`src/rtl/ddr_word_fmt.sv`:
```
module ddr_word_fmt #(
  parameter int WORD_W     = 16,
  parameter int DIV        = 16,
  parameter int PH_W       = 3,
  parameter int PH_DEFAULT = 4,
  localparam int LANES     = WORD_W / 2,
  localparam int CW        = $clog2(DIV)
) (
  input  logic              clk_i,
  input  logic              rst_ni,
  input  logic [WORD_W-1:0] adc_word_i,
  input  logic              adc_under_i,
  input  logic              adc_over_i,
  input  logic              pat_sel_i,
  input  logic [WORD_W-1:0] pat_word_i,
  input  logic              pat_raw_i,
  input  logic              twos_i,
  input  logic              blank_i,
  input  logic [PH_W-1:0]   phase_i,
  output logic [LANES-1:0]  lane_o,
  output logic              oclk_o
);

  function automatic logic [CW-1:0] phase_ticks(input logic [PH_W-1:0] code);
    int deg;
    int t;
    deg = 31 + 16 * int'(code);
    t   = (2 * DIV * deg + 360) / 720;
    return t[CW-1:0];
  endfunction

  logic [CW-1:0]     tick_q;
  logic [CW-1:0]     dly_q;
  logic [WORD_W-1:0] word_q;
  logic              live_q;

  logic [WORD_W-1:0] conv_w;
  logic [WORD_W-1:0] src_w;
  logic              flip_msb;
  logic [WORD_W-1:0] fmt_w;
  logic [CW-1:0]     ph;
  logic              boundary;
  logic              show;
  logic              odd_half;
  logic [LANES-1:0]  pair_sel;

  assign conv_w   = adc_over_i  ? {WORD_W{1'b1}} :
                    adc_under_i ? {WORD_W{1'b0}} : adc_word_i;
  assign src_w    = pat_sel_i ? pat_word_i : conv_w;
  assign flip_msb = twos_i & ~(pat_sel_i & pat_raw_i);
  assign fmt_w    = {src_w[WORD_W-1] ^ flip_msb, src_w[WORD_W-2:0]};

  assign boundary = (tick_q == CW'(DIV - 1));

  always_ff @(posedge clk_i or negedge rst_ni) begin
    if (!rst_ni) begin
      tick_q <= '0;
      dly_q  <= phase_ticks(PH_DEFAULT[PH_W-1:0]);
      word_q <= '0;
      live_q <= 1'b0;
    end else begin
      tick_q <= tick_q + CW'(1);
      if (boundary) begin
        word_q <= fmt_w;
        dly_q  <= phase_ticks(phase_i);
        live_q <= 1'b1;
      end
    end
  end

  assign odd_half = ~tick_q[CW-1];
  assign ph       = tick_q - dly_q;
  assign show     = live_q & ~blank_i;

  for (genvar k = 0; k < LANES; k++) begin : g_lane
    assign pair_sel[k] = odd_half ? word_q[2*k+1] : word_q[2*k];
  end

  assign lane_o = show ? pair_sel : '0;
  assign oclk_o = show & ph[CW-1];

endmodule

```
`config.mk`:
```
export PLATFORM = sky130hd
export DESIGN_NAME = ddr_word_fmt
export DESIGN_NICKNAME = d
export VERILOG_FILES = /design/src/rtl/ddr_word_fmt.sv
export SDC_FILE = /design/constraint.sdc
export NUM_CORES = 1
export LEC_CHECK = 0
export BUFFER_PORTS_ARGS = -buffer_cell sky130_fd_sc_hd__buf_2
export CAP_MARGIN = 20
export CORE_MARGIN = 2
export CORE_UTILIZATION = 50
export DETAILED_ROUTE_END_ITERATION = 6
export PLACE_DENSITY = 0.77
export SYNTH_ARGS = -nofsm -noshare
export SYNTH_HDL_FRONTEND = slang
export SYNTH_SLANG_ARGS = --single-unit
```
`constraint.sdc`:
```
create_clock -name clk_i -period 1.5 [get_ports clk_i]
set_input_delay 0.3 -clock clk_i [delete_from_list [all_inputs] [get_ports clk_i]]
set_output_delay 0.3 -clock clk_i [all_outputs]
set_load 0.01 [all_outputs]
```
; Word level (Yosys, flattened, before mapping)
; Cells that the tools add are included.
[op_classes]
addsub = 4
multipliers = 0
n_div = 1
order_cmp = 0
eq_ne = 1
shift = 0
mux = 12
bitwise = 7
reduce_logical = 0
[op_table]
columns = op, count
row1 = 2-to-1 mux 16 bit, 3
row2 = "divider 32 x 11 -> 32 bit, second input constant", 1
row3 = "adder 13 x 9 -> 14 bit, second input constant", 1
row4 = "adder 5 x 7 -> 8 bit, first input constant", 1
row5 = 2-to-1 mux 1 bit, 8
row6 = 2-to-1 mux 8 bit, 1
row7 = "adder 4 x 1 -> 4 bit, second input constant", 1
row8 = AND 1 bit, 4
row9 = "equality test 4 bit, second input constant", 1
row10 = subtractor 4 bit, 1
row11 = inverter 1 bit, 2
row12 = bitwise XOR 1 bit, 1
[totals]
register_bits = 25
latchBits = 0
mem_bits_rw = 0
mem_bits_ro = 0
inputBits = 43
out_inout_bits = 9
elab_cells = 29
memories = 0

; Longest topological paths before layout
; Gate-level depths: netlist (run 1).
[depth]
ltp_word = 4
ltp_mapped = 26

; Worst setup path before layout (run 1)
; No wires, ideal clock.
[synth_timing]
path_type = input port to flip-flop
from = input port phase_i[0]
to = register dly_q[0]
t_arrival_ns = 4.771
required_ns = 1.374
slack_ns = -3.397
path_stages = 25
n_path_buf = 3
cell_sequence = buf_4 > inv_1 > ha_1 > buf_6 > inv_1 > o31a_1 > o221ai_1 > ha_1 > nor4_1 > a21oi_1 > nand2_1 > ha_1 > nor3_1 > nand3_1 > a22oi_1 > or4b_4 > buf_6 > clkinv_4 > ha_1 > o2111ai_1 > o21ai_0 > nor3_2 > or3_1 > a21oi_1 > o32a_1
[synth_between]
elab_chain_len = 3
[synth_rtl]
columns = item, line_no
row1 = "start, declared", 19  ; input logic [PH_W-1:0] phase_i,
row2 = adder 5 x 7 -> 8 bit, 27  ; deg = 31 + 16 * int'(code);
row3 = adder 13 x 9 -> 14 bit, 28  ; t = (2 * DIV * deg + 360) / 720;
row4 = divider 32 x 11 -> 32 bit, 28
row5 = "end signal, assigned", 58  ; dly_q <= phase_ticks(PH_DEFAULT[PH_W-1:0]);
row6 = "end signal, assigned", 65  ; dly_q <= phase_ticks(phase_i);
row7 = "end, declared", 33  ; logic [CW-1:0] dly_q;
; No other way between the ends.
; A chain may end at the register's enable or synchronous reset.

; Worst setup path in the final report (run 1)
[layout_timing]
from = input port phase_i[1]
to = register dly_q[0]
; The elaborated chain is that of the path after synthesis.

==> results of run 1 <==
-- cells by family after synthesis --
kind of cell	synth area share, %
AOI/OAI and AO/OA	27.0
DFF	26.2
adders and majority gates	6.81
xor gates and xnor gates	6.13
and+or+nand+nor	24.7
buffers and inverters	5.76
muxes	3.35
-- final timing paths --
check,startpoint,end,cells after the start
worst max-delay path,phase_i[1],dly_q[0],21
worst min-delay path,rst_ni,tick_q[0],1
worst max register to register,tick_q[1],dly_q[0],5
worst min register to register,live_q,live_q,1
max in group asynchronous,rst_ni,tick_q[3],1
min in group clk_i,pat_word_i[1],word_q[1],3
-- flip-flops by register name, summed over array words and instances, names as in the netlist --
| register | cells |
|---|---|
| dly_q | 4 |
| live_q | 1 |
| tick_q | 4 |
| word_q | 16 |
-- cell usage in the layout, fill, tap and decap left out, types with 5 or more instances in the layout --
master    instances
buf_4            85
buf_2            49
nor2_1           36
a21oi_1          33
nand2_1          31
o21ai_0          23
dfrtp_1          23
nand3_1          11
buf_6            10
xnor2_1           9
mux2i_1           8
ha_4              7
inv_1             6
o21ai_2           6
ha_1              6
o211ai_1          5
-- worst register-to-register path, cell delays in order (launching register included) --
cell	delay [ns]
dfrtp_1	0.38
buf_4	0.12
ha_1	0.20
and3_1	0.21
o2111ai_1	0.11
o32a_1	0.29
-- metal layers --
metal  wire length, µm  up-vias  part of all wire (%)  GRT usage (%)
met5                 0        -                     0              0
met1              3240     1266                    42           36.8
met2              3730      130                    48           48.0
met3               451       41                   5.8           6.08
met4               339        0                   4.4           10.9
li1                  -     1373                     -              -
-- layout make-up --
type / count / area (µm²) / share of cell area, %
Tap cell: 54 / 67.6 / 1.81
Multi-Input combinational cell: 253 / 1880 / 50.3
Clock inverter: 1 / 8.76 / 0.234
Clock buffer: 3 / 41.3 / 1.10
Sequential cell: 25 / 628 / 16.8
Timing Repair Buffer: 147 / 1050 / 28.0
Inverter: 13 / 66.3 / 1.77
-- timing repair --
| item | 4_1_cts | 5_1_grt |
|---|---|---|
| pin swaps | 23 | 10 |
| setup buffers | 23 | 8 |
| cloned | 1 | 0 |
| hold buffers | 0 | 0 |
| endpoints found under the setup margin | 13 | 13 |
| resized for setup | 44 | 16 |
-- metrics by stage --
stage | std cells | hold slack [ns] | worst slack [ns] | util [%]
after CTS | 493 | 0.00748 | -2.34 | 78.2
after detailed placement | 466 | 0.316 | -2.83 | 69.9
after global routing | 496 | 0.0241 | -2.55 | 80.3
after global placement | 466 | 0.313 | -2.72 | 69.9
after floorplan | 308 | 0.00441 | -2.94 | -
final | 496 | 0.00590 | -2.45 | 80.3
-- report_power, final --
| part | total, mW | leakage, nW | internal, mW | switching [mW] |
|---|---|---|---|---|
| clock | 0.425 | 0.0261 | 0.195 | 0.230 |
| combinational | 1.72 | 1.46 | 0.893 | 0.823 |
| sequential | 0.790 | 0.291 | 0.749 | 0.0417 |
-- synth_stat cells, types with 5 or more instances --
cell      instances  share of area [%]
o21ai_0          31                6.5
xnor2_1          11                4.0
ha_1             13                6.8
nand2_1          32                5.0
nor3_1            5                1.0
inv_1            11                1.7
nand2b_1          5                1.3
nor2_1           37                5.8
clkbuf_1         11                1.7
mux2i_1           8                3.4
dfrtp_1          24                 25
a21oi_1          37                7.8
o211ai_1          5                1.6
nand3_1          11                2.3
==> results by group, run 1 <==
Critical path
  – WP data required: 1.66 ns
  – CP delay by family, top: compound AO/OA/AOI/OAI gates
  – Reg2Reg Setup Slack: 0.08 ns
  – Crit end category: flop
  – CP max FO: 4
  – Worst Path Arrival: 4.12 ns
  – Crit-path max cell delay: 0.54 ns
  – Crit path top cell by count: ha_4
  – Worst path bufs/invs: 3
  – CP Cell Sequence: buf_8, buf_6, ha_4, xnor3_2, o221ai_4, ha_4, a21oi_4, nand2_2, ha_4, nor2b_4, o211ai_1, a22oi_2, or4b_4, clkinv_4, ha_4, o2111ai_2, o21ai_1, nor3_2, or3_1, a21oi_2, o32a_1
  – Slowest cell on the critical path: or4b_4
  – Crit Path Category: input port to flop
  – CP Launch Type: input port

Global routing
  – Total GRT Usage: 28.9%
  – First-pass GRT wire length: 12200 µm
  – Initial antenna violation count: 0
  – Vias in the first global route: 2622
  – Gr ovfl total: 0
  – Largest net degree at the start of global routing: 34

STA
  – Slew Viols, Final: 0
  – Final setup TNS: -7.76 ns
  – Final hold vios: 0
  – Final Cycle Share: 264%
  – Worst slew pin tran: 0.562 ns
  – # setup viols final: 13
  – RSZ-0062 raised after global routing: true
  – Fin crit period: 3.95 ns
  – Final worst slack: -2.45 ns
  – Slew headroom: 62.6%
  – Maximum clock rate: 253 MHz
  – Skew final: 0.00582 ns

Detailed routing
  – WL/cell: 15.6 µm
  – Initial DRC Count: 207
  – Vias: 2810
  – Routed WL: 7760 µm
  – TritonRoute pass-1 iters: 5
  – Vias per cell: 5.67
  – DRC: 0
  – Final ANT Viol Nets: 0

Synthesis
  – Synthesized cell area: 2390 µm²
  – Syn Area/Cell: 7.76 µm²
  – Top FF cell, synth: dfrtp_1
  – Synthesized flop and latch total: 25
  – Async SR Flop Fraction: 100%
  – Syn Nets: 364
  – Sequential element share of the synthesized area: 26.2%
  – Post-synth cell types: 66
  – Yosys warnings: 0
  – Mapped Cells: 308
  – Number of synthesized flops with an enable pin: 0

Floorplan
  – Die area: 5350 µm²
  – Core area: 4660 µm²
  – Row Count: 25
  – Top Ports: 52
  – Initial Util: 51.2%
  – Die X: 73.1 µm
  – Die height: 73.1 µm

Clock network
  – Num CTS Buffers: 3
  – CTS tree: built
  – H-tree level count: 1
  – Clk root buf: clkbuf_8
  – Sinks on Clock Net: 25
  – Clk Latency, worst-skew pair: 0.28 ns
  – Max Buffers Root-to-Sink: 2
  – Worst-path clk slew: 0.09 ns

Final layout
  – Ratio of cells with drive above 1 in the final layout: 47.7%
  – # fillers: 298
  – Final instance area: 3740 µm²
  – Nets: 499
  – Ant. Diodes: 0
  – Area Overhead vs Synth: 56.6%

Place
  – Gpl congestion: 0.914
  – IO buf count: 51
  – HPWL Detailed: 5190 µm
  – Dpl cell area: 3260 µm²

Status
  – Failing checks: setup timing
  – Status: finished with violations

Job
  – Max Cap Viol: 0

Power
  – Pwr dens: 784 nW/µm²
  – Pwr Total: 2.93 mW
  – Leakage: 1.78 nW
  – Worst VDD drop: 0.471 mV

Worst hold path
  – Hold Crit Class: input port to async pin
Note: power is estimated with default switching activity, not from simulation.
==> inputs of run 2 (changes only) <==
SETUP_SLACK_MARGIN = 0.5   (was not set)
==> run 2 against run 1 <==
The run ends with hold timing, setup timing left; largest power group unchanged; global-route usage grew 7.7 points; clock skew rose by 0.0031 ns; power up 9.3%.
==> results by group, run 2 (synthesis results as in run 1) <==
Status
  – Status: finished with violations
  – Failing checks: hold timing, setup timing

Critical path
  – Slowest cell on the critical path: xnor3_2
  – Crit Path Category: input port to flop
  – Worst path bufs/invs: 5 (+2)
  – R2R Path End: dly_q[0]
  – Crit end category: flop
  – CP max FO: 6 (+2)
  – CP Cell Sequence: buf_12, ha_4, xnor3_2, buf_4, buf_4, nand2b_1, o21ai_0, nand2_2, ha_4, nor3_2, nand3_1, a22oi_2, or4b_4, clkinv_4, ha_4, buf_4, a32o_2, nor2b_4, nor3b_2, o22ai_1, o32a_1
  – Reg2Reg Setup Slack: -0.10 ns (-0.18 ns)
  – WP data required: 1.68 ns (+0.02 ns)
  – CP delay by family, top: compound AO/OA/AOI/OAI gates
  – FF-to-FF path depth: 6 (+1)
  – CP Launch Type: input port
  – Critical R2R Launch: tick_q[1]
  – Worst Path Arrival: 4.29 ns (+0.17 ns)
  – Crit-path max cell delay: 0.40 ns (-0.14 ns)
  – WP depth: 21 (unchanged)
  – Critical Path Start: phase_i[0]

Clock network
  – Clk Latency, worst-skew pair: 0.29 ns (about the same)
  – Num CTS Buffers: 3 (unchanged)
  – Worst-path clk slew: 0.10 ns (about the same)
  – Clk root buf: clkbuf_8
  – Max Buffers Root-to-Sink: 2 (unchanged)
  – Sinks on Clock Net: 25 (unchanged)
  – H-tree level count: 1 (unchanged)
  – CTS tree: built
  – CTS Hold Bufs: 0 (unchanged)

Place
  – Gpl congestion: 0.906 (-0.88%)
  – IO buf count: 51 (unchanged)
  – HPWL Detailed: 5590 µm (+7.7%)
  – Dpl cell area: 3250 µm² (-0.23%)
  – Inst Count DP: 464 (-0.43%)

STA
  – # setup viols final: 13 (unchanged)
  – Maximum clock rate: 244 MHz (-3.7%)
  – RSZ-0062 raised after global routing: true
  – Final setup TNS: -10.36 ns (-2.60 ns)
  – Fin crit period: 4.11 ns (+0.151 ns)
  – Skew final: 0.00894 ns (+0.00312 ns)
  – Slew headroom: 60.9% (-1.7 points)
  – Worst slew pin tran: 0.587 ns (+0.0255 ns)
  – Slew Viols, Final: 0 (unchanged)
  – WHS: -0.00421 ns (-0.0101 ns)
  – Final Cycle Share: 274% (+10 points)
  – Final worst slack: -2.61 ns (-0.151 ns)
  – Final hold vios: 2 (+2)

Power
  – Worst VDD drop: 0.587 mV (+25%)
  – Pwr dens: 770 nW/µm² (-1.8%)
  – Leakage: 1.92 nW (+7.6%)

Global routing
  – First-pass GRT wire length: 14900 µm (+22%)
  – Vias in the first global route: 3133 (+19%)
  – Initial antenna violation count: 0 (unchanged)
  – Largest net degree at the start of global routing: 32 (-5.9%)
  – Gr ovfl total: 0 (unchanged)
  – Total GRT Usage: 36.6% (+7.7 points)

Floorplan
  – Die area: 5350 µm² (unchanged)
  – Die X: 73.1 µm (unchanged)
  – Initial Util: 51.2% (unchanged)
  – Die height: 73.1 µm (unchanged)
  – Core area: 4660 µm² (unchanged)
  – Row Count: 25 (unchanged)
  – Top Ports: 52 (unchanged)

Detailed routing
  – Vias per cell: 6.82 (+20%)
  – Routed WL: 12500 µm (+61%)
  – Initial DRC Count: 510 (+150%)
  – DRC: 0 (unchanged)
  – Final ANT Viol Nets: 0 (unchanged)
  – TritonRoute pass-1 iters: 7 (+2)
  – Vias: 3437 (+22%)
  – WL/cell: 24.8 µm (+58%)

Final layout
  – Ant. Diodes: 0 (unchanged)
  – Ratio of cells with drive above 1 in the final layout: 56.4% (+8.7 points)
  – Most frequent cells in the layout: 69 x buf_4, 49 x buf_2, 34 x a21oi_1, 32 x nor2_1, 26 x buf_6
  – Commonest non-fill, non-tap cell in the layout: buf_4
  – Max FFs per register: 16 (unchanged)
  – Final Non-Filler Cells: 504 (+1.6%)
  – Largest regs: word_q (16), dly_q (4), tick_q (4)
  – Final instance area: 4160 µm² (+11%)
  – Nets: 507 (+1.6%)
  – Final core occ: 89.3% (+9.0 points)
  – Area Overhead vs Synth: 74.2%
  – Register name with the most flops: word_q

Job
  – Max Cap Viol: 0 (unchanged)

Worst hold path
  – Hold Crit Class: input port to async pin
==> run 2: cell count changes in the layout (fill, tap and decap cells not counted), sizes merged <==
cell,change
clkinvlp,+1
inv,-1
buf,+8
==> run 2: how the worst max path moves through the flow <==
stage | endpoint | slack, ns
after floorplan | dly_q[0] | -2.94
after global placement | dly_q[0] | -2.73
after detailed placement | dly_q[0] | -2.85
after CTS | dly_q[0] | -2.36
after global routing | dly_q[0] | -2.71
final | dly_q[0] | -2.61
==> run 2: metal layers <==
metal  GRT usage (%)  part of all wire, %
met5               0                    0
met4            21.8                  8.5
met3            9.81                  9.7
met2            63.9                   48
met1            39.1                   33
==> run 2: timing repair <==
item,4_1_cts,5_1_grt
gates resized for setup,76,52
gates cloned,2,0
buffers inserted,26,8
pin swaps,27,12
setup endpoints to repair,30,32
==> run 2: stage by stage <==
stage	worst slack (ns)	power, mW
3_3_place_gp	-2.73	2.09
2_1_floorplan	-2.94	1.67
4_1_cts	-2.36	2.77
5_1_grt	-2.71	3.31
3_5_place_dp	-2.85	2.15
6_report	-2.61	3.20
==> run 2: power by group <==
part | total [mW] | switching [mW] | internal, mW | leakage (nW)
clock network | 0.436 | 0.247 | 0.190 | 0.0217
registers | 0.813 | 0.0637 | 0.749 | 0.291
logic | 1.95 | 0.986 | 0.969 | 1.60
==> run 2: area by class of cell <==
| cell class | count | area, µm² |
|---|---|---|
| Tap cell | 54 | 67.6 |
| Timing Repair Buffer | 155 | 1280 |
| Clock inverter | 1 | 7.51 |
| Inverter | 13 | 71.3 |
| Clock buffer | 3 | 41.3 |
| Multi-Input combinational cell | 253 | 2070 |
| Fill cell | 182 | 499 |
| Sequential cell | 25 | 629 |
